--- src/rtl/spi_hrf_pkg.sv ---
package spi_hrf_pkg;
  typedef enum logic [2:0] {
    SEL_DATA  = 3'd0,
    SEL_STAT  = 3'd1,
    SEL_MODE  = 3'd2,
    SEL_LEN   = 3'd3,
    SEL_IEN   = 3'd4,
    SEL_AUX   = 3'd5
  } reg_sel_e;

  localparam int NUM_REGS   = 6;
  localparam int WIDE_SHIFT = 3;
  localparam int NARR_SHIFT = 1;
  localparam int MODE_FLUSH = 7;
  localparam int MODE_LOOP  = 6;
  localparam int MODE_CPOL  = 5;
  localparam int MODE_CPHA  = 4;
  localparam int IEN_ABORT  = 2;
endpackage

--- src/rtl/spi_hrf_decode.sv ---
module spi_hrf_decode
  import spi_hrf_pkg::*;
#(
  parameter int ADDR_W = 6
) (
  input  logic              narrow,
  input  logic [ADDR_W-1:0] addr,
  output logic              hit,
  output reg_sel_e          sel
);
  localparam int WIDE_SPAN = NUM_REGS << WIDE_SHIFT;
  localparam int NARR_SPAN = NUM_REGS << NARR_SHIFT;

  logic [2:0] raw;
  logic       aligned;
  logic       in_range;

  always_comb begin
    if (narrow) begin
      raw      = 3'(addr >> NARR_SHIFT);
      aligned  = (addr[NARR_SHIFT-1:0] == '0);
      in_range = (int'(addr) < NARR_SPAN);
    end else begin
      raw      = 3'(addr >> WIDE_SHIFT);
      aligned  = (addr[WIDE_SHIFT-1:0] == '0);
      in_range = (int'(addr) < WIDE_SPAN);
    end
    hit = aligned && in_range;
    sel = hit ? reg_sel_e'(raw) : SEL_DATA;
  end
endmodule

--- src/rtl/spi_hrf_fifo.sv ---
module spi_hrf_fifo #(
  parameter int DATA_W = 8,
  parameter int DEPTH  = 32
) (
  input  logic              clk,
  input  logic              rst,
  input  logic              clr,
  input  logic              push,
  input  logic [DATA_W-1:0] din,
  input  logic              pop,
  output logic [DATA_W-1:0] head,
  output logic              empty,
  output logic              full,
  output logic [$clog2(DEPTH):0] level
);
  localparam int AW = $clog2(DEPTH);

  logic [DATA_W-1:0] mem [DEPTH];
  logic [AW:0]       wr_ptr, rd_ptr;
  logic              do_push, do_pop;

  assign level   = wr_ptr - rd_ptr;
  assign empty   = (wr_ptr == rd_ptr);
  assign full    = (wr_ptr[AW] != rd_ptr[AW]) && (wr_ptr[AW-1:0] == rd_ptr[AW-1:0]);
  assign do_push = push && !full && !clr;
  assign do_pop  = pop && !empty && !clr;
  assign head    = mem[rd_ptr[AW-1:0]];

  always_ff @(posedge clk) begin
    if (do_push) mem[wr_ptr[AW-1:0]] <= din;
  end

  always_ff @(posedge clk) begin
    if (rst || clr) begin
      wr_ptr <= '0;
      rd_ptr <= '0;
    end else begin
      if (do_push) wr_ptr <= wr_ptr + 1'b1;
      if (do_pop)  rd_ptr <= rd_ptr + 1'b1;
    end
  end

  // stored count never exceeds the configured depth
  assert_no_overflow_R2: assert property (@(posedge clk) disable iff (rst)
    int'(level) <= DEPTH);

  // R3 (transmit side) and R4 (receive side): a push into a full queue is dropped
  assert_full_push_dropped_R4: assert property (@(posedge clk) disable iff (rst)
    (full && push && !pop && !clr) |=> $stable(level));
endmodule

--- src/rtl/spi_hrf_irq.sv ---
module spi_hrf_irq #(
  parameter int NSRC = 4
) (
  input  logic            clk,
  input  logic            rst,
  input  logic [NSRC-1:0] flags,
  input  logic [NSRC-1:0] enables,
  output logic            irq
);
  logic [NSRC-1:0] armed;

  generate
    for (genvar i = 0; i < NSRC; i++) begin : g_src
      assign armed[i] = flags[i] & enables[i];
    end
  endgenerate

  always_ff @(posedge clk) begin
    if (rst) irq <= 1'b0;
    else     irq <= |armed;
  end
endmodule

--- src/rtl/spi_host_regfile.sv ---
module spi_host_regfile
  import spi_hrf_pkg::*;
#(
  parameter int ADDR_W = 6,
  parameter int DATA_W = 8,
  parameter int DEPTH  = 32,
  parameter int CS_W   = 3,
  parameter int DIV_W  = 3
) (
  input  logic              clk,
  input  logic              rst,
  input  logic              narrow_bus,
  input  logic [ADDR_W-1:0] bus_addr,
  input  logic              bus_wr,
  input  logic [DATA_W-1:0] bus_wdata,
  input  logic              bus_rd,
  output logic [DATA_W-1:0] bus_rdata,
  output logic              irq,
  output logic              eng_tx_valid,
  output logic [DATA_W-1:0] eng_tx_data,
  input  logic              eng_tx_pop,
  output logic              eng_rx_ready,
  input  logic              eng_rx_push,
  input  logic [DATA_W-1:0] eng_rx_data,
  output logic [CS_W-1:0]   cs_ctl,
  output logic              loopback,
  output logic              cpol,
  output logic              cpha,
  output logic [DIV_W-1:0]  clk_div,
  output logic [DATA_W-1:0] xfer_len,
  output logic [DATA_W-1:0] aux_cfg
);
  localparam int LVL_W  = $clog2(DEPTH) + 1;
  localparam int NFLAGS = 4;
  localparam logic [DATA_W-1:0] MODE_MASK = ~(DATA_W'(1) << 3);

  logic        hit;
  reg_sel_e    sel;
  logic        wr_data, rd_data;
  logic        tx_empty, tx_full, rx_empty, rx_full;
  logic [DATA_W-1:0] rx_head;
  logic [LVL_W-1:0]  tx_level, rx_level;
  logic [CS_W-1:0]   cs_q;
  logic [DATA_W-1:0] mode_q, len_q, aux_q;
  logic [NFLAGS-1:0] ien_q;
  logic        abort_q;
  logic        flush;
  logic [NFLAGS-1:0] flags;
  logic [DATA_W-1:0] rd_mux;

  spi_hrf_decode #(.ADDR_W(ADDR_W)) u_dec (
    .narrow(narrow_bus), .addr(bus_addr), .hit(hit), .sel(sel));

  assign wr_data = bus_wr && hit && (sel == SEL_DATA);
  assign rd_data = bus_rd && hit && (sel == SEL_DATA);
  assign flush   = mode_q[MODE_FLUSH];
  assign flags   = {tx_empty, tx_full, rx_empty, rx_full};

  spi_hrf_fifo #(.DATA_W(DATA_W), .DEPTH(DEPTH)) u_txq (
    .clk(clk), .rst(rst), .clr(flush), .push(wr_data), .din(bus_wdata),
    .pop(eng_tx_pop), .head(eng_tx_data), .empty(tx_empty), .full(tx_full),
    .level(tx_level));

  spi_hrf_fifo #(.DATA_W(DATA_W), .DEPTH(DEPTH)) u_rxq (
    .clk(clk), .rst(rst), .clr(flush), .push(eng_rx_push), .din(eng_rx_data),
    .pop(rd_data), .head(rx_head), .empty(rx_empty), .full(rx_full),
    .level(rx_level));

  spi_hrf_irq #(.NSRC(NFLAGS)) u_irq (
    .clk(clk), .rst(rst), .flags(flags), .enables(ien_q), .irq(irq));

  assign eng_tx_valid = !tx_empty;
  assign eng_rx_ready = !rx_full;

  always_ff @(posedge clk) begin
    if (rst) begin
      cs_q    <= '0;
      mode_q  <= '0;
      len_q   <= '0;
      aux_q   <= '0;
      ien_q   <= '0;
      abort_q <= 1'b0;
    end else begin
      if (wr_data && tx_full) abort_q <= 1'b1;
      if (bus_wr && hit) begin
        unique case (sel)
          SEL_STAT: cs_q   <= bus_wdata[CS_W-1:0];
          SEL_MODE: mode_q <= bus_wdata & MODE_MASK;
          SEL_LEN:  len_q  <= bus_wdata;
          SEL_IEN: begin
            ien_q <= bus_wdata[DATA_W-1 -: NFLAGS];
            if (bus_wdata[IEN_ABORT]) abort_q <= 1'b0;
          end
          SEL_AUX:  aux_q  <= bus_wdata;
          default: ;
        endcase
      end
    end
  end

  always_comb begin
    rd_mux = '0;
    if (hit) begin
      unique case (sel)
        SEL_DATA: rd_mux = rx_empty ? '0 : rx_head;
        SEL_STAT: begin
          rd_mux[DATA_W-1 -: NFLAGS] = flags;
          rd_mux[CS_W-1:0]           = cs_q;
        end
        SEL_MODE: rd_mux = mode_q;
        SEL_LEN:  rd_mux = len_q;
        SEL_IEN: begin
          rd_mux[DATA_W-1 -: NFLAGS] = ien_q;
          rd_mux[IEN_ABORT]          = abort_q;
        end
        SEL_AUX:  rd_mux = aux_q;
        default:  rd_mux = '0;
      endcase
    end
  end

  always_ff @(posedge clk) begin
    if (rst)         bus_rdata <= '0;
    else if (bus_rd) bus_rdata <= rd_mux;
  end

  assign cs_ctl   = cs_q;
  assign loopback = mode_q[MODE_LOOP];
  assign cpol     = mode_q[MODE_CPOL];
  assign cpha     = mode_q[MODE_CPHA];
  assign clk_div  = mode_q[DIV_W-1:0];
  assign xfer_len = len_q;
  assign aux_cfg  = aux_q;

  assert_abort_on_full_R3: assert property (@(posedge clk) disable iff (rst)
    (wr_data && tx_full) |=> abort_q);

  assert_flush_empties_R7: assert property (@(posedge clk) disable iff (rst)
    flush |=> (tx_level == '0 && rx_level == '0));

  assert_empty_read_zero_R4: assert property (@(posedge clk) disable iff (rst)
    (rd_data && rx_empty) |=> (bus_rdata == '0));

  assert_irq_quiet_R6: assert property (@(posedge clk) disable iff (rst)
    (ien_q == '0) |=> !irq);
endmodule

--- config.mk ---
export PLATFORM = sky130hd
export DESIGN_NAME = spi_host_regfile
export DESIGN_NICKNAME = d
export VERILOG_FILES = /design/src/rtl/spi_hrf_pkg.sv /design/src/rtl/spi_hrf_decode.sv /design/src/rtl/spi_hrf_fifo.sv /design/src/rtl/spi_hrf_irq.sv /design/src/rtl/spi_host_regfile.sv
export SDC_FILE = /design/constraint.sdc
export NUM_CORES = 1
export LEC_CHECK = 0
export BUFFER_PORTS_ARGS = -buffer_cell sky130_fd_sc_hd__buf_2
export CAP_MARGIN = 20
export CORE_MARGIN = 10
export CORE_UTILIZATION = 51
export DETAILED_ROUTE_END_ITERATION = 7
export PLACE_DENSITY = 0.67
export SLEW_MARGIN = 20
export SYNTH_ARGS = -nofsm -noshare
export SYNTH_HDL_FRONTEND = slang
export SYNTH_SLANG_ARGS = --single-unit
--- constraint.sdc ---
create_clock -name clk -period 7.42 [get_ports clk]
set_clock_uncertainty 0.15 [all_clocks]
set_input_delay 0.371 -clock clk [delete_from_list [all_inputs] [get_ports clk]]
set_output_delay 0.371 -clock clk [all_outputs]
set_load 0.005 [all_outputs]
==> summary.md, run 1 <==
| Metric | Value |
|---|---|
| Die footprint | `55410 um2` |
| Number of buffers added by the clock tree synthesis step | `58` |
| Pins over their slew limit | `0` |
| GPL Wtd Cong | `0.8724` |
| Crit path launch type | `flop` |
| Unrepaired setup endpoints after global routing | `no` |
| Peak-usage layer in the global routing report | `met2` |
| Final global-route overflow total | `0` |
| Detailed Route Iter0 Violations | `1248` |
| Proportion of synthesized area in mux cells | `0.1622` |
| Post-synthesis adder-cell area fraction | `0.005764` |
| DR DRC count | `0` |
| Mapped Area | `23660 um2` |
| Depth of the worst register-to-register path | `5` |
| Compound-cell area share of the yosys netlist | `0.03738` |
| Yosys top cell by area | `sky130_fd_sc_hd__edfxtp_1` |
| Via density per instance | `6.216` |
| DR pass1 iterations | `5` |
| Cell count after synthesis | `1322` |
| Routed WL per cell | `27.26 um` |
| Placement Cell Area | `24580 um2` |
| Part of the cycle the worst path needs | `0.5608` |
| M1 GR Usage | `0.2679` |
| Crit path time final | `4.161 ns` |
| Cell chosen for the clock root | `sky130_fd_sc_hd__clkbuf_16` |
| Mean area per synthesized cell | `17.90 um2` |
| Slew at the pin closest to its max-slew limit | `0.9799 ns` |
| Clock slew at the register clock pins of the worst setup and hold paths | `0.06 ns` |
| Power per Cell Area | `251.8 nW/um2` |
| Global-route wire length before repair | `83.80 mm` |
| Post-route cell area | `26430 um2` |
| Clock tree buffer depth | `3` |
| Number of stages on the worst hold path | `4` |
| Buffers added on ports | `72` |
| Count of hold buffers inserted by post-cts repair | `0` |
| Setup slack on the worst flop-to-flop path | `4.04 ns` |
| Met3 layer usage reported by global route | `0.02716` |
| Synth Warn # | `0` |
| Combined area of the multi-input logic cells | `6495 um2` |
| Distinct cells, synth | `67` |
| Worst slew slack as a fraction of its limit | `0.3447` |
| FF+latch count, synth | `586` |
| Peak VDD IR | `0.0002126 V` |
| Status | `complete, no violations` |
| Cell types with the largest area share after synthesis | `sky130_fd_sc_hd__edfxtp_1 65%, sky130_fd_sc_hd__mux4_2 12%, sky130_fd_sc_hd__dfxtp_1 6.3%` |
| Critical Setup Path Class | `reg2out` |
| Final net count | `1434` |
| Pin count of the biggest net entering global routing | `65` |
| Core ar. | `45670 um2` |
| Count of endpoints failing setup in the final report | `0` |
| DIE HEIGHT | `235.4 um` |
| Largest family of logic cells by synthesized area | `multiplexers` |
| Seq/Total Area, Yosys | `0.7124` |
| Die width | `235.4 um` |
| Crit Path Max Fanout | `40` |
| Number of antenna violations at the first check in global routing | `0` |
| Number of global-route vias before repair | `12770` |
| Static leakage power | `0.008109 uW` |
| Syn_nets | `1361` |
| Number of core rows | `78` |
| Tot GR Track Use | `0.1979` |
| Worst path arrival time | `3.64 ns` |
| Initial core utilization | `0.5181` |
| Pre-CTS setup slack | `3.375 ns` |
| Clock tree from TritonCTS | `done` |
| Share of final-layout standard cells stronger than drive strength 1 | `0.2398` |
| Number of enable-type register cells in the synthesized netlist | `512` |
| Storage cell area | `16870 um2` |
| Sink Count | `586` |
| Placed wire-length estimate after detailed placement | `35.14 mm` |
| Worst-case hold slack | `0.04339 ns` |
| Routed vias | `12700` |
| Required time at the endpoint of the critical path | `6.90 ns` |
| Worst min path class | `in2reg` |
| Total Neg Setup Slack | `0 ns` |
| H-tree depth | `2` |
| Met2 capacity usage during global routing | `0.3231` |
| Worst-skew pair later-pin latency | `0.61 ns` |
| Post-detailed-route count of antenna-violating nets | `0` |
| Xor/xnor cell area share of the yosys netlist | `0.006292` |
| Achievable Freq | `240.3 MHz` |
| Type of destination of the critical path | `output port` |
| Post_cts resized | `0` |
| Final wirelength | `55.70 mm` |
| Fillers | `3395` |
| Antenna Diode Count | `0` |
| Max_cap viols | `0` |
| Number of top-level pins | `73` |
| Layout-stage area growth over the synthesis result | `11.71%` |
| Smallest setup slack after layout | `3.259 ns` |
| Final hold violation count | `0` |
| Primary flip-flop cell chosen by synthesis mapping | `sky130_fd_sc_hd__edfxtp_1` |
| Buffers inserted during post-CTS setup optimization | `0` |
| Post-synthesis share of cell area spent on and, or, nand and nor gates | `0.06160` |
| Share of the synthesized area in the top cell type | `0.6497` |
| Async set or reset register ratio after synthesis | `0` |
==> flip-flops by register name, indices dropped and copies added (netlist names), named ones only <==
register and flops:
abort_q 1, aux_cfg 8, bus_rdata 8, cs_ctl 3, ien_q 4, mode_q 7
u_irq.irq 1, u_rxq.mem 256, u_rxq.rd_ptr 6, u_rxq.wr_ptr 6, u_txq.mem 256, u_txq.rd_ptr 6
u_txq.wr_ptr 6, xfer_len 8
==> cell families after synthesis <==
family          Yosys count
compound gates          128
xor+xnor                 17
fa+ha+maj                11
buf+inv                  81
flops                   586
mux                     218
simple gates            281
==> final timing paths <==
kind / to / from
min: bus_rdata[0] / bus_rd
min reg2reg: bus_rdata[0] / bus_rdata[0]
max: eng_tx_data[1] / flop
max reg2reg: u_rxq.mem[16][7] / u_rxq.wr_ptr[3]
==> per-stage QoR <==
| step | power [uW] | std cells | utilization |
|---|---|---|---|
| 2_1_floorplan | 3764 | 1322 | - |
| 3_3_place_gp | 3865 | 1935 | 0.5380 |
| 3_5_place_dp | 3870 | 1935 | 0.5382 |
| 4_1_cts | 6690 | 2043 | 0.5785 |
| 5_1_grt | 6839 | 2043 | 0.5788 |
| 6_report | 6655 | 2043 | 0.5788 |
==> worst max-delay path, stage by stage, from the launching register on <==
cell and delay [ns]:
sky130_fd_sc_hd__dfxtp_4 0.65, sky130_fd_sc_hd__buf_4 0.70, sky130_fd_sc_hd__mux4_2 0.62, sky130_fd_sc_hd__mux4_2 0.55, sky130_fd_sc_hd__mux2_2 0.31, sky130_fd_sc_hd__buf_2 0.13
==> cells in the final DEF, fill, tap and decap left out, types with 15 or more instances in the layout <==
cell                        netlist  final
sky130_fd_sc_hd__nand2_1         25     25
sky130_fd_sc_hd__dfxtp_1         74     69
sky130_fd_sc_hd__nand3_1         17     17
sky130_fd_sc_hd__mux4_2         129    129
sky130_fd_sc_hd__or3_1           15     15
sky130_fd_sc_hd__nor3_1          15     15
sky130_fd_sc_hd__mux2_2          30     30
sky130_fd_sc_hd__nor2_1         118    118
sky130_fd_sc_hd__clkbuf_16        0     59
sky130_fd_sc_hd__nor2b_1         16     16
sky130_fd_sc_hd__mux2i_1         58     58
sky130_fd_sc_hd__a21oi_1         20     20
sky130_fd_sc_hd__edfxtp_1       512    512
sky130_fd_sc_hd__o21ai_0         18     18
sky130_fd_sc_hd__buf_2           21     72
sky130_fd_sc_hd__clkinv_1         0     16
==> area by class of cell <==
type                    instances  area share
clock inverters                38     0.01226
flip-flops and latches        586      0.6382
repair buffers                 81     0.01619
inverters                      13    0.001846
well taps                     600     0.02840
clock buffers                  70     0.05741
multi-input cells             655      0.2457
==> report_power, final <==
part / total (uW) / leakage (uW) / internal, uW / switching, uW
logic: 196 / 0.00204 / 58.7 / 137
clock network: 2860 / 0.000861 / 1630 / 1230
registers: 3600 / 0.00521 / 3590 / 10.3
==> Yosys cell counts (4+ instances only) <==
master,count
sky130_fd_sc_hd__or2_2,7
sky130_fd_sc_hd__xor2_1,5
sky130_fd_sc_hd__a31oi_1,4
sky130_fd_sc_hd__o21bai_1,5
sky130_fd_sc_hd__nor2b_1,16
sky130_fd_sc_hd__nor3b_1,4
sky130_fd_sc_hd__o22ai_1,11
sky130_fd_sc_hd__buf_1,9
sky130_fd_sc_hd__nand4_1,9
sky130_fd_sc_hd__o21ai_0,18
sky130_fd_sc_hd__and3b_1,4
sky130_fd_sc_hd__or3b_2,5
sky130_fd_sc_hd__o211ai_1,8
sky130_fd_sc_hd__nand2_1,25
sky130_fd_sc_hd__nor2_1,118
sky130_fd_sc_hd__o31ai_1,9
sky130_fd_sc_hd__nand3b_1,7
sky130_fd_sc_hd__mux2_2,30
sky130_fd_sc_hd__a211oi_1,10
sky130_fd_sc_hd__mux2i_1,58
sky130_fd_sc_hd__clkbuf_1,36
sky130_fd_sc_hd__inv_1,13
sky130_fd_sc_hd__nand3_1,17
sky130_fd_sc_hd__nor3_1,15
sky130_fd_sc_hd__nand2b_1,14
sky130_fd_sc_hd__o32ai_1,7
sky130_fd_sc_hd__edfxtp_1,512
sky130_fd_sc_hd__o2bb2ai_1,5
sky130_fd_sc_hd__or4_1,9
sky130_fd_sc_hd__buf_2,21
sky130_fd_sc_hd__or3_1,15
sky130_fd_sc_hd__dfxtp_1,74
sky130_fd_sc_hd__a21oi_1,20
sky130_fd_sc_hd__xnor2_1,12
sky130_fd_sc_hd__a22oi_1,6
sky130_fd_sc_hd__mux4_2,129
sky130_fd_sc_hd__ha_1,10
==> per-layer routing <==
metal | wire length [um] | vias up
met5 | 0 | -
met4 | 1611 | 0
met3 | 3366 | 86
met2 | 27330 | 520
met1 | 23400 | 6600
li1 | - | 5493
(Power assumes the default switching activity.)
==> inputs of run 2 (changes only) <==
--- a/config.mk
+++ b/config.mk
@@ -5,6 +5,7 @@
 export SDC_FILE = /design/constraint.sdc
 export NUM_CORES = 1
 export LEC_CHECK = 0
+export ABC_AREA = 1
 export BUFFER_PORTS_ARGS = -buffer_cell sky130_fd_sc_hd__buf_2
 export CAP_MARGIN = 20
 export CORE_MARGIN = 10
==> constraint.sdc (replaced) <==
create_clock -name clk -period 4 [get_ports clk]
set_clock_uncertainty 0.15 [all_clocks]
set_input_delay 0.2 -clock clk [delete_from_list [all_inputs] [get_ports clk]]
set_output_delay 0.2 -clock clk [all_outputs]
set_load 0.005 [all_outputs]
==> run 2 against run 1 <==
Effect of this change:
- first-iteration DRC count is 67% higher
- clock power is 100% higher
- hold slack better by 0.0021 ns
==> summary.md, run 2 <==
| Metric | Value |
|---|---|
| Final net count | `2267` |
| Slew at the pin closest to its max-slew limit | `1.038 ns` |
| Proportion of power drawn by the clock network | `0.430` |
| Total power | `13370 uW` |
| Number of antenna violations at the first check in global routing | `0` |
| End-of-flow core utilization | `0.5829` |
| Pins over their slew limit | `0` |
| Required time at the endpoint of the critical path | `3.65 ns` |
| Depth of the worst register-to-register path | `10` |
| Final hold violation count | `0` |
| Detailed Route Iter0 Violations | `2079` |
| Placed wire-length estimate after detailed placement | `38.52 mm` |
| Initial core utilization | `0.5172` |
| DR DRC count | `0` |
| Worst path arrival time | `2.98 ns` |
| Core ar. | `46650 um2` |
| Seq/Total Area, Yosys | `0.6985` |
| Crit path time final | `3.329 ns` |
| Antenna Diode Count | `0` |
| Die footprint | `56420 um2` |
| Number of global-route vias before repair | `16100` |
| Total Neg Setup Slack | `0 ns` |
| Share of final-layout standard cells stronger than drive strength 1 | `0.1031` |
| Syn_nets | `2221` |
| Critical register-to-register path endpoint | `u_txq.mem[18][7]` |
| Number of core rows | `79` |
| Clock tree from TritonCTS | `done` |
| Crit path launch type | `flop` |
| Number of buffers added by the clock tree synthesis step | `59` |
| Switching power share of the total | `0.2302` |
| Distinct cells, synth | `35` |
| Switching power summed over all nets | `3079 uW` |
| Post_cts resized | `0` |
| Layout-stage area growth over the synthesis result | `12.70%` |
| Most frequent cell after synthesis | `sky130_fd_sc_hd__edfxtp_1` |
| Routed WL per cell | `21.87 um` |
| Pre-CTS setup slack | `0.7116 ns` |
| Highest-count cells in the layout ignoring fill and taps | `512 x sky130_fd_sc_hd__edfxtp_1, 413 x sky130_fd_sc_hd__nand2_1, 330 x sky130_fd_sc_hd__nor2_1` |
| Mean area per synthesized cell | `11.06 um2` |
| Count of hold buffers inserted by post-cts repair | `7` |
| Setup slack on the worst flop-to-flop path | `0.75 ns` |
| End point of the critical path | `eng_tx_data[6]` |
| Mapped Area | `24130 um2` |
| GPL Wtd Cong | `0.9587` |
| Final wirelength | `63.12 mm` |
| DIE HEIGHT | `237.5 um` |
| Crit Path Max Fanout | `40` |
| Buffers inserted during post-CTS setup optimization | `0` |
| Peak VDD IR | `0.0003891 V` |
| Type of destination of the critical path | `output port` |
| Clock slew at the register clock pins of the worst setup and hold paths | `0.06 ns` |
| Sink Count | `586` |
| Most common library cells after synthesis | `512 x sky130_fd_sc_hd__edfxtp_1, 413 x sky130_fd_sc_hd__nand2_1, 330 x sky130_fd_sc_hd__nor2_1, 203 x sky130_fd_sc_hd__nand3_1, 184 x sky130_fd_sc_hd__o21ai_0` |
| Achievable Freq | `300.4 MHz` |
| Buffers added on ports | `72` |
| Final global-route overflow total | `0` |
| Cell chosen for the clock root | `sky130_fd_sc_hd__clkbuf_16` |
| Synth Warn # | `0` |
| Yosys top cell by area | `sky130_fd_sc_hd__edfxtp_1` |
| Static leakage power | `0.009543 uW` |
| Worst min path class | `in2reg` |
| Worst-skew pair later-pin latency | `0.63 ns` |
| Routed vias | `16940` |
| Worst slew slack as a fraction of its limit | `0.3083` |
| Power per Cell Area | `491.7 nW/um2` |
| Leading cell type in the layout, fill and taps excluded | `sky130_fd_sc_hd__edfxtp_1` |
| Status | `complete, no violations` |
| Number of top-level pins | `73` |
| Part of the cycle the worst path needs | `0.8321` |
| Sequential cell fraction of total power | `0.500` |
| Die width | `237.5 um` |
| Cell count after synthesis | `2182` |
| FF+latch count, synth | `586` |
| Post-detailed-route count of antenna-violating nets | `0` |
| Via density per instance | `5.869` |
| Cell types with the largest area share after synthesis | `sky130_fd_sc_hd__edfxtp_1 64%, sky130_fd_sc_hd__nand2_1 6.4%, sky130_fd_sc_hd__dfxtp_1 6.1%` |
| H-tree depth | `2` |
| Number of enable-type register cells in the synthesized netlist | `512` |
| Pin count of the biggest net entering global routing | `157` |
| DR pass1 iterations | `5` |
| Internal | `10290 uW` |
| Logic pwr share | `0.070` |
| Global-route wire length before repair | `95.08 mm` |
| Critical Setup Path Class | `reg2out` |
| Share of the synthesized area in the top cell type | `0.6371` |
| Clock tree buffer depth | `3` |
| Startpoint of the worst-slack reg-to-reg timing path | `u_txq.wr_ptr[2]` |
| Count of endpoints failing setup in the final report | `0` |
| Tot GR Track Use | `0.2173` |
| Smallest setup slack after layout | `0.6714 ns` |
| Max_cap viols | `0` |
| Async set or reset register ratio after synthesis | `0` |
| Unrepaired setup endpoints after global routing | `no` |
| Primary flip-flop cell chosen by synthesis mapping | `sky130_fd_sc_hd__edfxtp_1` |
run 2: cell count changes after synthesis, sizes merged, moves of 57 or more:
| cell | before | now |
|---|---|---|
| clkbuf | 36 | 93 |
| inv | 13 | 106 |
| mux2i | 59 | 0 |
| mux4 | 129 | 0 |
| nand2 | 25 | 415 |
| nand3 | 17 | 204 |
| nor2 | 118 | 338 |
| o21ai | 19 | 189 |
run 2: power groups by stage:
stage               clock [uW]  combinational, uW  sequential [uW]
detailed placement           0                903             6820
global route              6080               1000             6690
floorplan                    0                515             6810
finish                    5760                930             6690
CTS                       5830                914             6690
global placement             0                895             6820
run 2: worst min-delay path by stage:
stage                   start               end  cells after the start
2_1_floorplan  eng_rx_data[0]   u_rxq.mem[0][0]                      0
3_3_place_gp     bus_rdata[6]      bus_rdata[6]                      2
3_5_place_dp     bus_rdata[0]      bus_rdata[0]                      2
4_1_cts        eng_rx_data[6]   u_rxq.mem[0][6]                      1
5_1_grt        eng_rx_data[6]   u_rxq.mem[0][6]                      1
6_report       eng_rx_data[0]  u_rxq.mem[29][0]                      1
run 2: through the flow:
step | area [um2] | instances | hold slack, ns
global route | 27200 | 2886 | 0.04894
finish | 27200 | 2886 | 0.04546
CTS | 27180 | 2885 | 0.02339
detailed placement | 25060 | 2766 | 0.3118
floorplan | 24130 | 2182 | 0.1489
global placement | 25030 | 2765 | 0.3054
run 2: cell families after synthesis:
group	after synthesis	share of synthesized area
AO/OA/AOI/OAI	356	0.08602
XOR/XNOR	10	0.003629
adder cells (fa/ha/maj)	10	0.005185
buffers and inverters	221	0.03500
flip-flops	586	0.6985
AND/OR/NAND/NOR	999	0.1716
run 2: final cells by class:
class | instances | area [um2]
Clock buffer | 73 | 1568
Tap cell | 607 | 759.5
Sequential cell | 586 | 16860
Clock inverter | 39 | 484.2
Timing Repair Buffer | 100 | 690.7
Fill cell | 3805 | 19460
Inverter | 106 | 399.1
Multi-Input combinational cell | 1375 | 6430
run 2: worst max-delay path, stage by stage (launching register included):
cell and delay [ns]:
sky130_fd_sc_hd__dfxtp_2 0.32, sky130_fd_sc_hd__inv_1 0.52, sky130_fd_sc_hd__buf_12 0.28, sky130_fd_sc_hd__o21ai_0 0.17, sky130_fd_sc_hd__o221ai_1 0.26, sky130_fd_sc_hd__nand3_1 0.12
sky130_fd_sc_hd__o21ai_0 0.13, sky130_fd_sc_hd__nor2_1 0.09, sky130_fd_sc_hd__a21oi_1 0.27, sky130_fd_sc_hd__buf_2 0.18
run 2: routing by layer:
layer,vias to the layer above,global-route usage,share of wire
li1,7771,-,-
met1,8150,0.2844,0.40
met2,864,0.3617,0.49
met3,152,0.03274,0.080
met4,0,0.08118,0.032
met5,-,0,0
==> inputs of run 3 (changes only) <==
==> constraint.sdc (replaced) <==
create_clock -name clk -period 3.2 [get_ports clk]
set_clock_uncertainty 0.15 [all_clocks]
set_input_delay 0.16 -clock clk [delete_from_list [all_inputs] [get_ports clk]]
set_output_delay 0.16 -clock clk [all_outputs]
set_load 0.005 [all_outputs]
==> run 3 against run 2 <==
Effect of this change:
- global-route usage shrank 0.22 points
- design area grew 2.1%
- hold slack lost 0.023 ns
- sequential power grew 25%
- largest power group unchanged
- critical path type unchanged
- register-to-register slack lost 0.41 ns
- non-clock buffer count grew 64
- first-iteration DRC count shrank 4.2%
- worst setup slack lost 0.57 ns
- via count grew 0.90%
- clock power grew 30%
- wire length shrank 1.7%
- core utilization grew 1.2 points
==> summary.md, run 3 (synthesis results as in run 2) <==
| Metric | Value |
|---|---|
| Final global-route overflow total | `0` |
| Global-route wire length before repair | `93.96 mm` |
| Detailed Route Iter0 Violations | `1991` |
| Leading cell type in the layout, fill and taps excluded | `sky130_fd_sc_hd__edfxtp_1` |
| Peak VDD IR | `0.0005508 V` |
| Worst path arrival time | `2.79 ns` |
| Switching power share of the total | `0.2242` |
| Worst-case hold slack | `0.02274 ns` |
| Final hold violation count | `0` |
| Layout-stage area growth over the synthesis result | `15.04%` |
| Type of destination of the critical path | `output port` |
| Final wirelength | `62.07 mm` |
| Logic pwr share | `0.068` |
| Buffers added on ports | `72` |
| Startpoint of the worst-slack reg-to-reg timing path | `u_rxq.wr_ptr[2]` |
| Initial core utilization | `0.5172` |
| Via density per instance | `5.797` |
| Core ar. | `46650 um2` |
| Proportion of power drawn by the clock network | `0.440` |
| Worst slew slack as a fraction of its limit | `0.3342` |
| Tot GR Track Use | `0.2152` |
| Internal | `13170 uW` |
| Number of core rows | `79` |
| Depth of the worst register-to-register path | `12` |
| Pins over their slew limit | `0` |
| Sequential cell fraction of total power | `0.493` |
| Max_cap viols | `0` |
| Pin count of the biggest net entering global routing | `129` |
| Routed vias | `17090` |
| Number of buffers added by the clock tree synthesis step | `58` |
| Clock slew at the register clock pins of the worst setup and hold paths | `0.06 ns` |
| Status | `complete, no violations` |
| DR pass1 iterations | `6` |
| DR DRC count | `0` |
| Critical Setup Path Class | `reg2out` |
| Final net count | `2330` |
| Power per Cell Area | `611.4 nW/um2` |
| End point of the critical path | `eng_tx_data[7]` |
| Worst-skew pair later-pin latency | `0.63 ns` |
| Slew at the pin closest to its max-slew limit | `0.9987 ns` |
| Routed WL per cell | `21.06 um` |
| Crit path time final | `3.099 ns` |
| Clock tree buffer depth | `3` |
| Post-detailed-route count of antenna-violating nets | `0` |
| Count of endpoints failing setup in the final report | `0` |
| Required time at the endpoint of the critical path | `2.89 ns` |
| Buffers inserted during post-CTS setup optimization | `0` |
| DIE HEIGHT | `237.5 um` |
| Clock tree from TritonCTS | `done` |
| Static leakage power | `0.009923 uW` |
| Sink Count | `586` |
| Crit path launch type | `flop` |
| Number of top-level pins | `73` |
| Number of global-route vias before repair | `16380` |
| Crit Path Max Fanout | `25` |
| Critical register-to-register path endpoint | `u_rxq.mem[13][6]` |
| Highest-count cells in the layout ignoring fill and taps | `512 x sky130_fd_sc_hd__edfxtp_1, 413 x sky130_fd_sc_hd__nand2_1, 330 x sky130_fd_sc_hd__nor2_1` |
| Worst min path class | `in2reg` |
| Setup slack on the worst flop-to-flop path | `0.34 ns` |
| Part of the cycle the worst path needs | `0.9686` |
| Switching power summed over all nets | `3805 uW` |
| Number of antenna violations at the first check in global routing | `1` |
| Placed wire-length estimate after detailed placement | `38.20 mm` |
| Cell chosen for the clock root | `sky130_fd_sc_hd__clkbuf_16` |
| Achievable Freq | `322.6 MHz` |
| H-tree depth | `2` |
| Die width | `237.5 um` |
| Total Neg Setup Slack | `0 ns` |
| Unrepaired setup endpoints after global routing | `no` |
| Die footprint | `56420 um2` |
| Share of final-layout standard cells stronger than drive strength 1 | `0.1261` |
| GPL Wtd Cong | `0.9156` |
## run 3: critical path, stage by stage (launching register included)
cell	delay [ns]
sky130_fd_sc_hd__dfxtp_1	0.31
sky130_fd_sc_hd__inv_1	0.70
sky130_fd_sc_hd__o221ai_1	0.33
sky130_fd_sc_hd__nand3_1	0.20
sky130_fd_sc_hd__o21ai_0	0.15
sky130_fd_sc_hd__nor2_1	0.23
sky130_fd_sc_hd__a21oi_1	0.09
sky130_fd_sc_hd__buf_2	0.15
## run 3: layer usage
layer | up-vias | track usage | routed length, um
met3 | 151 | 0.03506 | 4770
met2 | 830 | 0.3627 | 30500
met1 | 8219 | 0.2726 | 24520
li1 | 7890 | - | -
met4 | 0 | 0.08953 | 2274
met5 | - | 0 | 0
## run 3: worst min path at each step
stage / from / to / cells after the start
detailed placement: bus_rdata[1] / bus_rdata[1] / 2
CTS: eng_rx_data[7] / u_rxq.mem[23][7] / 1
finish: eng_rx_data[7] / u_rxq.mem[23][7] / 1
global route: eng_rx_data[3] / u_rxq.mem[22][3] / 1
global placement: bus_rdata[0] / bus_rdata[0] / 2
floorplan: eng_rx_data[0] / u_rxq.mem[0][0] / 0
## run 3: stage by stage
| step | setup WS, ns | power [uW] | cells | cell area (um2) | utilization |
|---|---|---|---|---|---|
| 4_1_cts | 0.06843 | 17050 | 2947 | 27750 | 0.5948 |
| 6_report | 0.1006 | 16970 | 2948 | 27760 | 0.5950 |
| 3_5_place_dp | 0.3982 | 9650 | 2828 | 25530 | 0.5472 |
| 3_3_place_gp | 0.4701 | 9639 | 2828 | 25530 | 0.5472 |
| 2_1_floorplan | 0.6473 | 9158 | 2182 | 24130 | - |
| 5_1_grt | 0.008048 | 17470 | 2948 | 27760 | 0.5950 |
## run 3: power by group through the flow
| stage | logic, uW | registers (uW) | clock network [uW] |
|---|---|---|---|
| after detailed placement | 1130 | 8520 | 0 |
| after CTS | 1140 | 8360 | 7550 |
| final | 1150 | 8360 | 7460 |
| after global placement | 1120 | 8520 | 0 |
| after global routing | 1260 | 8360 | 7850 |
| after floorplan | 643 | 8510 | 0 |
## run 3: repair_timing
item | CTS | global route
gates resized for setup | 0 | 3
hold buffers | 10 | 0
hold endpoints to repair | 71 | 0
endpoints found under the setup margin | 0 | 5
## run 3: area by class of cell
cell class	instances	area, um2
well taps	607	759.5
inverters	106	404.1
diodes	1	2.502
multi-input cells	1375	6430
clock buffers	64	1494
fillers	3751	18890
flip-flops and latches	586	16860
repair buffers	164	1180
clock inverters	45	625.6
